$ cat src/rtl/ptir_pkg.sv
package ptir_pkg;

   // Register offsets whose behaviour the block decodes
   typedef enum logic [3:0] {
      SEL_T1_CNT_LO = 4'd4,
      SEL_T1_CNT_HI = 4'd5,
      SEL_T1_LAT_LO = 4'd6,
      SEL_T1_LAT_HI = 4'd7,
      SEL_T2_LO     = 4'd8,
      SEL_T2_HI     = 4'd9,
      SEL_SHIFT     = 4'd10,
      SEL_AUX       = 4'd11,
      SEL_PER       = 4'd12,
      SEL_FLAGS     = 4'd13,
      SEL_ENABLE    = 4'd14
   } reg_sel_e;

   localparam int FLAG_T1 = 6;   // timer-1 underflow flag bit
   localparam int FLAG_T2 = 5;   // timer-2 underflow flag bit
   localparam int NUM_SEL = 16;  // locations decoded by addr[3:0]

endpackage

$ cat src/rtl/ptir_timer.sv
module ptir_timer #(
   parameter int TMR_W    = 16,
   parameter int DATA_W   = 8,
   parameter bit ONE_SHOT = 1'b0
) (
   input  logic              clk,
   input  logic              rst_n,
   input  logic              lat_lo_we,
   input  logic              lat_hi_we,
   input  logic              load_we,
   input  logic [DATA_W-1:0] wdata,
   output logic [TMR_W-1:0]  cnt_q,
   output logic [TMR_W-1:0]  lat_q,
   output logic              underflow
);

   localparam int HI_W = TMR_W - DATA_W;

   logic             armed;
   logic [TMR_W-1:0] wrap_val;
   logic             at_zero;

   assign at_zero = (cnt_q == '0);

   generate
      if (ONE_SHOT) begin : g_oneshot
         logic armed_q;
         always_ff @(posedge clk) begin
            if (!rst_n)
               armed_q <= 1'b0;
            else if (load_we)
               armed_q <= 1'b1;
            else if (at_zero)
               armed_q <= 1'b0;
         end
         assign armed    = armed_q;
         assign wrap_val = '1;
      end else begin : g_reload
         assign armed    = 1'b1;
         assign wrap_val = lat_q;
      end
   endgenerate

   // A load in the same cycle suppresses the underflow event
   assign underflow = at_zero && armed && !load_we;

   always_ff @(posedge clk) begin
      if (!rst_n) begin
         lat_q <= '1;
         cnt_q <= '1;
      end else begin
         if (lat_lo_we)
            lat_q[DATA_W-1:0] <= wdata;
         if (lat_hi_we)
            lat_q[TMR_W-1:DATA_W] <= wdata[HI_W-1:0];
         if (load_we)
            cnt_q <= {wdata[HI_W-1:0], lat_q[DATA_W-1:0]};
         else if (at_zero)
            cnt_q <= wrap_val;
         else
            cnt_q <= cnt_q - 1'b1;
      end
   end

endmodule

$ cat src/rtl/ptir_irq.sv
module ptir_irq #(
   parameter int FLAG_W = 7
) (
   input  logic              clk,
   input  logic              rst_n,
   input  logic [FLAG_W-1:0] set_vec,
   input  logic [FLAG_W-1:0] clr_vec,
   input  logic              ena_we,
   input  logic              ena_mode_set,
   input  logic [FLAG_W-1:0] ena_bits,
   output logic [FLAG_W-1:0] flag_q,
   output logic [FLAG_W-1:0] ena_q,
   output logic              irq
);

   always_ff @(posedge clk) begin
      if (!rst_n) begin
         flag_q <= '0;
         ena_q  <= '0;
      end else begin
         // set dominates clear so that no event is lost
         flag_q <= (flag_q & ~clr_vec) | set_vec;
         if (ena_we) begin
            if (ena_mode_set)
               ena_q <= ena_q | ena_bits;
            else
               ena_q <= ena_q & ~ena_bits;
         end
      end
   end

   assign irq = |(flag_q & ena_q);

endmodule

$ cat src/rtl/ptir_rdmux.sv
module ptir_rdmux
   import ptir_pkg::*;
#(
   parameter int TMR_W  = 16,
   parameter int DATA_W = 8,
   parameter int FLAG_W = 7
) (
   input  logic              clk,
   input  logic              rst_n,
   input  logic              rd_en,
   input  logic [3:0]        sel,
   input  logic [TMR_W-1:0]  t1_cnt,
   input  logic [TMR_W-1:0]  t1_lat,
   input  logic [TMR_W-1:0]  t2_cnt,
   input  logic [DATA_W-1:0] shift_q,
   input  logic [DATA_W-1:0] aux_q,
   input  logic [DATA_W-1:0] per_q,
   input  logic [FLAG_W-1:0] flag_q,
   input  logic [FLAG_W-1:0] ena_q,
   input  logic              irq,
   output logic [DATA_W-1:0] rd_data
);

   localparam int HI_W = TMR_W - DATA_W;

   logic [DATA_W-1:0] mux_d;

   always_comb begin
      mux_d = '0;
      case (reg_sel_e'(sel))
         SEL_T1_CNT_LO: mux_d = t1_cnt[DATA_W-1:0];
         SEL_T1_CNT_HI: mux_d = DATA_W'(t1_cnt[TMR_W-1:DATA_W]);
         SEL_T1_LAT_LO: mux_d = t1_lat[DATA_W-1:0];
         SEL_T1_LAT_HI: mux_d = DATA_W'(t1_lat[TMR_W-1:DATA_W]);
         SEL_T2_LO:     mux_d = t2_cnt[DATA_W-1:0];
         SEL_T2_HI:     mux_d = DATA_W'(t2_cnt[TMR_W-1:DATA_W]);
         SEL_SHIFT:     mux_d = shift_q;
         SEL_AUX:       mux_d = aux_q;
         SEL_PER:       mux_d = per_q;
         SEL_FLAGS:     mux_d = {irq, flag_q};
         SEL_ENABLE:    mux_d = {1'b1, ena_q};
         default:       mux_d = '0;
      endcase
   end

   always_ff @(posedge clk) begin
      if (!rst_n)
         rd_data <= '0;
      else if (rd_en)
         rd_data <= mux_d;
   end

endmodule

$ cat src/rtl/ptimer_irq_regs.sv
module ptimer_irq_regs
   import ptir_pkg::*;
#(
   parameter int ADDR_W = 10,
   parameter int DATA_W = 8,
   parameter int TMR_W  = 16
) (
   input  logic              clk,
   input  logic              rst_n,
   input  logic              cs,
   input  logic [ADDR_W-1:0] addr,
   input  logic              rd,
   input  logic              wr,
   input  logic [DATA_W-1:0] wdata,
   output logic [DATA_W-1:0] rd_data,
   output logic              irq
);

   localparam int FLAG_W = DATA_W - 1;

   generate
      if (ADDR_W < 4 || DATA_W < 8 || TMR_W != 2 * DATA_W) begin : g_bad_cfg
         $error("ptimer_irq_regs: unsupported ADDR_W/DATA_W/TMR_W combination");
      end
      if (ADDR_W > 4) begin : g_window
         logic unused_hi;
         assign unused_hi = ^addr[ADDR_W-1:4];
      end
   endgenerate

   // ---------------- access decode ----------------
   logic                wr_hit, rd_hit;
   logic [3:0]          reg_sel;
   logic [NUM_SEL-1:0]  wr_dec, rd_dec;

   assign wr_hit  = cs & wr;
   assign rd_hit  = cs & rd;
   assign reg_sel = addr[3:0];

   generate
      for (genvar i = 0; i < NUM_SEL; i++) begin : g_dec
         assign wr_dec[i] = wr_hit && (reg_sel == 4'(i));
         assign rd_dec[i] = rd_hit && (reg_sel == 4'(i));
      end
   endgenerate

   // ---------------- timers ----------------
   logic [TMR_W-1:0] t1_cnt, t1_lat, t2_cnt, t2_lat_unused;
   logic             t1_uf, t2_uf;

   ptir_timer #(.TMR_W(TMR_W), .DATA_W(DATA_W), .ONE_SHOT(1'b0)) u_t1 (
      .clk       (clk),
      .rst_n     (rst_n),
      .lat_lo_we (wr_dec[SEL_T1_CNT_LO] | wr_dec[SEL_T1_LAT_LO]),
      .lat_hi_we (wr_dec[SEL_T1_CNT_HI] | wr_dec[SEL_T1_LAT_HI]),
      .load_we   (wr_dec[SEL_T1_CNT_HI]),
      .wdata     (wdata),
      .cnt_q     (t1_cnt),
      .lat_q     (t1_lat),
      .underflow (t1_uf)
   );

   ptir_timer #(.TMR_W(TMR_W), .DATA_W(DATA_W), .ONE_SHOT(1'b1)) u_t2 (
      .clk       (clk),
      .rst_n     (rst_n),
      .lat_lo_we (wr_dec[SEL_T2_LO]),
      .lat_hi_we (wr_dec[SEL_T2_HI]),
      .load_we   (wr_dec[SEL_T2_HI]),
      .wdata     (wdata),
      .cnt_q     (t2_cnt),
      .lat_q     (t2_lat_unused),
      .underflow (t2_uf)
   );

   // ---------------- plain control bytes ----------------
   logic [DATA_W-1:0] shift_q, aux_q, per_q;

   always_ff @(posedge clk) begin
      if (!rst_n) begin
         shift_q <= '0;
         aux_q   <= '0;
         per_q   <= '0;
      end else begin
         if (wr_dec[SEL_SHIFT]) shift_q <= wdata;
         if (wr_dec[SEL_AUX])   aux_q   <= wdata;
         if (wr_dec[SEL_PER])   per_q   <= wdata;
      end
   end

   // ---------------- flag set / clear sources ----------------
   logic [FLAG_W-1:0] set_vec, clr_vec, flag_q, ena_q;

   always_comb begin
      set_vec          = '0;
      set_vec[FLAG_T1] = t1_uf;
      set_vec[FLAG_T2] = t2_uf;

      clr_vec = '0;
      if (wr_dec[SEL_FLAGS])
         clr_vec = wdata[FLAG_W-1:0];
      if (rd_dec[SEL_T1_CNT_LO] || wr_dec[SEL_T1_CNT_HI])
         clr_vec[FLAG_T1] = 1'b1;
      if (rd_dec[SEL_T2_LO] || wr_dec[SEL_T2_HI])
         clr_vec[FLAG_T2] = 1'b1;
   end

   ptir_irq #(.FLAG_W(FLAG_W)) u_irq (
      .clk          (clk),
      .rst_n        (rst_n),
      .set_vec      (set_vec),
      .clr_vec      (clr_vec),
      .ena_we       (wr_dec[SEL_ENABLE]),
      .ena_mode_set (wdata[DATA_W-1]),
      .ena_bits     (wdata[FLAG_W-1:0]),
      .flag_q       (flag_q),
      .ena_q        (ena_q),
      .irq          (irq)
   );

   // ---------------- read path ----------------
   ptir_rdmux #(.TMR_W(TMR_W), .DATA_W(DATA_W), .FLAG_W(FLAG_W)) u_rd (
      .clk     (clk),
      .rst_n   (rst_n),
      .rd_en   (rd_hit),
      .sel     (reg_sel),
      .t1_cnt  (t1_cnt),
      .t1_lat  (t1_lat),
      .t2_cnt  (t2_cnt),
      .shift_q (shift_q),
      .aux_q   (aux_q),
      .per_q   (per_q),
      .flag_q  (flag_q),
      .ena_q   (ena_q),
      .irq     (irq),
      .rd_data (rd_data)
   );

endmodule

$ cat config.mk
export PLATFORM = sky130hd
export DESIGN_NAME = ptimer_irq_regs
export DESIGN_NICKNAME = d
export VERILOG_FILES = /design/src/rtl/ptir_pkg.sv /design/src/rtl/ptir_timer.sv /design/src/rtl/ptir_irq.sv /design/src/rtl/ptir_rdmux.sv /design/src/rtl/ptimer_irq_regs.sv
export SDC_FILE = /design/constraint.sdc
export NUM_CORES = 1
export LEC_CHECK = 0
export ABC_AREA = 0
export ABC_CLOCK_PERIOD_IN_PS = 2940
export BUFFER_PORTS_ARGS = -buffer_cell sky130_fd_sc_hd__buf_2
export CAP_MARGIN = 20
export CORE_UTILIZATION = 61
export DETAILED_ROUTE_END_ITERATION = 12
export PLACE_DENSITY_LB_ADDON = 0.3
export SYNTH_ARGS = -nofsm -noshare
export SYNTH_HDL_FRONTEND = slang
export SYNTH_SLANG_ARGS = --single-unit
$ cat constraint.sdc
create_clock -name clk -period 2.94 [get_ports clk]
set_input_delay 0.147 -clock clk [delete_from_list [all_inputs] [get_ports clk]]
set_output_delay 0.147 -clock clk [all_outputs]
set_load 0.02 [all_outputs]
==> out/results.tsv <==
stage	metric	value	unit
pwr	ir_drop	0.296	mV
final_layout	area_growth	6.28	%
final_layout	final_area	5840	sq um
floorplanning	fp.dieArea	9400	sq um
place	placed_area	5640	sq um
synthesis	synthFlopType	dfxtp_1	
place	post-place-ws	0.558	ns
status	status	finished clean	
synthesis	async_reset_ff_share	0	%
sta	clock.fmax	0.411	GHz
sta	drv_slew	0	
grt	grt-ovfl-total	0	
critical_path	critPathRequiredTime	3.22	ns
cts	cts_sinks	103	
cts	cts.root.buffer_cell	clkbuf_8	
run	maxCapViolations	0	
pwr	p_per_area	459	nW/um^2
detailed_routing	viasPerCell	6.87	
critical_path	start_kind	flip-flop	
cts	cts_buffers	9	
sta	finalHoldViolCount	0	
critical_path	cp_max_fo	9	
detailed_routing	routedWlPerCell	21.4	microns
synthesis	synth_top_cell_by_area	dfxtp_1	
floorplanning	die_h	96.9	microns
synthesis	synth_edf_count	0	
cts	h-tree-depth	3	
detailed_routing	routed_wl	16600	microns
sta	period_share	82.8	%
cts	post_cts_buffers	0	
detailed_routing	ant_nets	0	
grt	grt_start_max_net_pins	53	
synthesis	synth_warnings	0	
detailed_routing	drtIter0Drc	703	
cts	cts_resized	0	
synthesis	synth.net_count	692	
sta	maxSlewHeadroom	29.5	%
cts	cts_tree	built	
sta	setup_ws	0.506	ns
final_layout	antenna_cells	0	
cts	clock_path_buffers	2	
final_layout	final_nets	690	
sta	skew	0.0124	ns
synthesis	synth_cells	665	
sta	tightest_slew	1.05	ns
synthesis	yosysSeqAreaShare	37.5	%
synthesis	synth_area_leaders	dfxtp_1 37%, mux2i_1 8.0%, nand2_1 6.1%	
critical_path	worst_setup_path_end_kind	flip-flop	
floorplanning	ios	32	
detailed_routing	dr.pass1.iters	5	
floorplanning	die_w	96.9	microns
place	dp_hpwl	11400	microns
pwr	p_leak	0.00211	uW
place	io_buffers	25	
synthesis	yosys.area.top_type_share	37.5	%
synthesis	syn_avg_cell_area	8.27	sq um
cts	clk_latency	0.38	ns
sta	setup_viol	0	
hold_path	hold_path.class	in2reg	
critical_path	crit_type	reg2reg	
cts	hold_buffers	0	
grt	grt_pass1_vias	4980	
floorplanning	start_util	63.1	%
detailed_routing	route.detailed.drc	0	
grt	grt_antenna_before_repair	0	
sta	hold_ws	0.136	ns
detailed_routing	vias	5328	
synthesis	synth_seq_cells	103	
floorplanning	rows	34	
synthesis	netlist_area	5500	sq um
sta	final.min_clock_period	2.43	ns
grt	grt_pass1_wl	26600	microns
critical_path	arrival	2.72	ns
cts	clk_pin_slew	0.10	ns
final_layout	fillerInstances	737	
floorplanning	fp.coreArea	8720	sq um
sta	grt_setup_unrepaired	no	
sta	setup_tns	0	ns
place	place_congestion	0.939	
final_layout	drive_gt1_share	10.3	%
grt	grtUsageTotal	35.9	%
synthesis	yosysUniqueCellTypes	71	
-- area by class of cell --
class,count,area [sq um],share of cell area (%)
timing repair buffer,37,215,3.68
inverter,12,45.0,0.771
multi-input combinational,500,3190,54.5
sequential,103,2060,35.3
tap,108,135,2.31
clock buffer,10,128,2.18
clock inverter,6,72.6,1.24
-- cells in the mapped netlist (all sizes together) (4+ instances only) --
cell type and count:
or3 6, ha 4, o211ai 22, o311ai 4
clkbuf 36, mux2i 44, inv 11, dfxtp 103
xnor2 4, nor2 42, nand3b 13, and3 5
a31oi 6, o21ai 28, or4 5, a21oi 29
nor3 13, xor2 9, o31ai 4, nor3b 4
nand4 8, o221ai 7, nor4 11, nand2b 6
a22oi 4, nor2b 33, nand2 90, nand4b 4
a311oi 4, buf 14, a21boi 8, nand3 35
-- power by group --
| part | total (uW) | internal, uW | switching, uW |
|---|---|---|---|
| Combinational | 290 | 96.8 | 193 |
| Clock | 943 | 407 | 535 |
| Sequential | 1450 | 1420 | 29.5 |
-- kinds of logic after synthesis --
family	count (synthesis)	share of synthesized area [%]
AO/OA/AOI/OAI	150	19.1
XOR/XNOR	13	2.07
adder cells (fa/ha/maj)	4	0.910
buffers and inverters	62	4.55
flip-flops	103	37.5
multiplexers	46	8.62
AND/OR/NAND/NOR	287	27.2
-- path summary, 6_finish.rpt --
| path | start | endpoint | slack (ns) | cells past startpoint |
|---|---|---|---|---|
| worst max-delay path | u_t1.cnt_q[0] | u_t1.cnt_q[8] | 0.51 | 7 |
| worst max register to register | u_t1.cnt_q[0] | u_t1.cnt_q[8] | 0.51 | 7 |
| worst min-delay path | wdata[6] | shift_q[6] | 0.14 | 3 |
| worst min register to register | u_rd.rd_data[3] | u_rd.rd_data[3] | 0.46 | 2 |
-- cells in the final DEF (no fill, tap or decap), drive strengths merged, types with 7 or more instances in the layout --
master,Yosys,final
buf,14,37
nand4,8,8
nand3b,13,13
nor2b,33,33
xor2,9,9
o221ai,7,7
nor2,42,42
o21ai,28,28
nor4,11,11
o211ai,22,22
inv,11,15
nand2,90,90
clkbuf,36,10
a21oi,29,29
a21boi,8,8
mux2i,44,44
nand3,35,35
dfxtp,103,103
nor3,13,13
-- registers in the layout, summed over array words and instances, names as in the netlist, named ones only --
register	flops
aux_q	8
per_q	8
u_t2.cnt_q	16
shift_q	8
u_t2.armed	1
u_irq.flag_q	7
u_t2.lat_q	8
u_rd.rd_data	8
u_t1.cnt_q	16
u_t1.lat_q	16
-- stage by stage --
stage,power [uW],util [%],std cells
6_report,2680,67.0,776
5_1_grt,2750,67.0,776
4_1_cts,2670,67.0,776
3_5_place_dp,1760,64.7,760
3_3_place_gp,1760,64.7,760
2_1_floorplan,1670,-,665
-- per-layer routing --
| layer | up-vias | GRT usage [%] | share of wire [%] |
|---|---|---|---|
| met5 | - | 0 | 0 |
| met4 | 0 | 19.3 | 5.2 |
| met3 | 66 | 7.37 | 9.1 |
| met2 | 317 | 54.2 | 45 |
| met1 | 2527 | 48.3 | 41 |
| li1 | 2418 | - | - |
-- worst max-delay path: stages (launching register included) --
cell and delay, ns:
dfxtp_1 0.34, inv_1 0.15, ha_1 0.24, or4b_2 0.67, nor4_1 0.40, buf_4 0.25, nor3b_1 0.07, o311ai_1 0.22
Note: power is estimated with default switching activity, not from simulation.
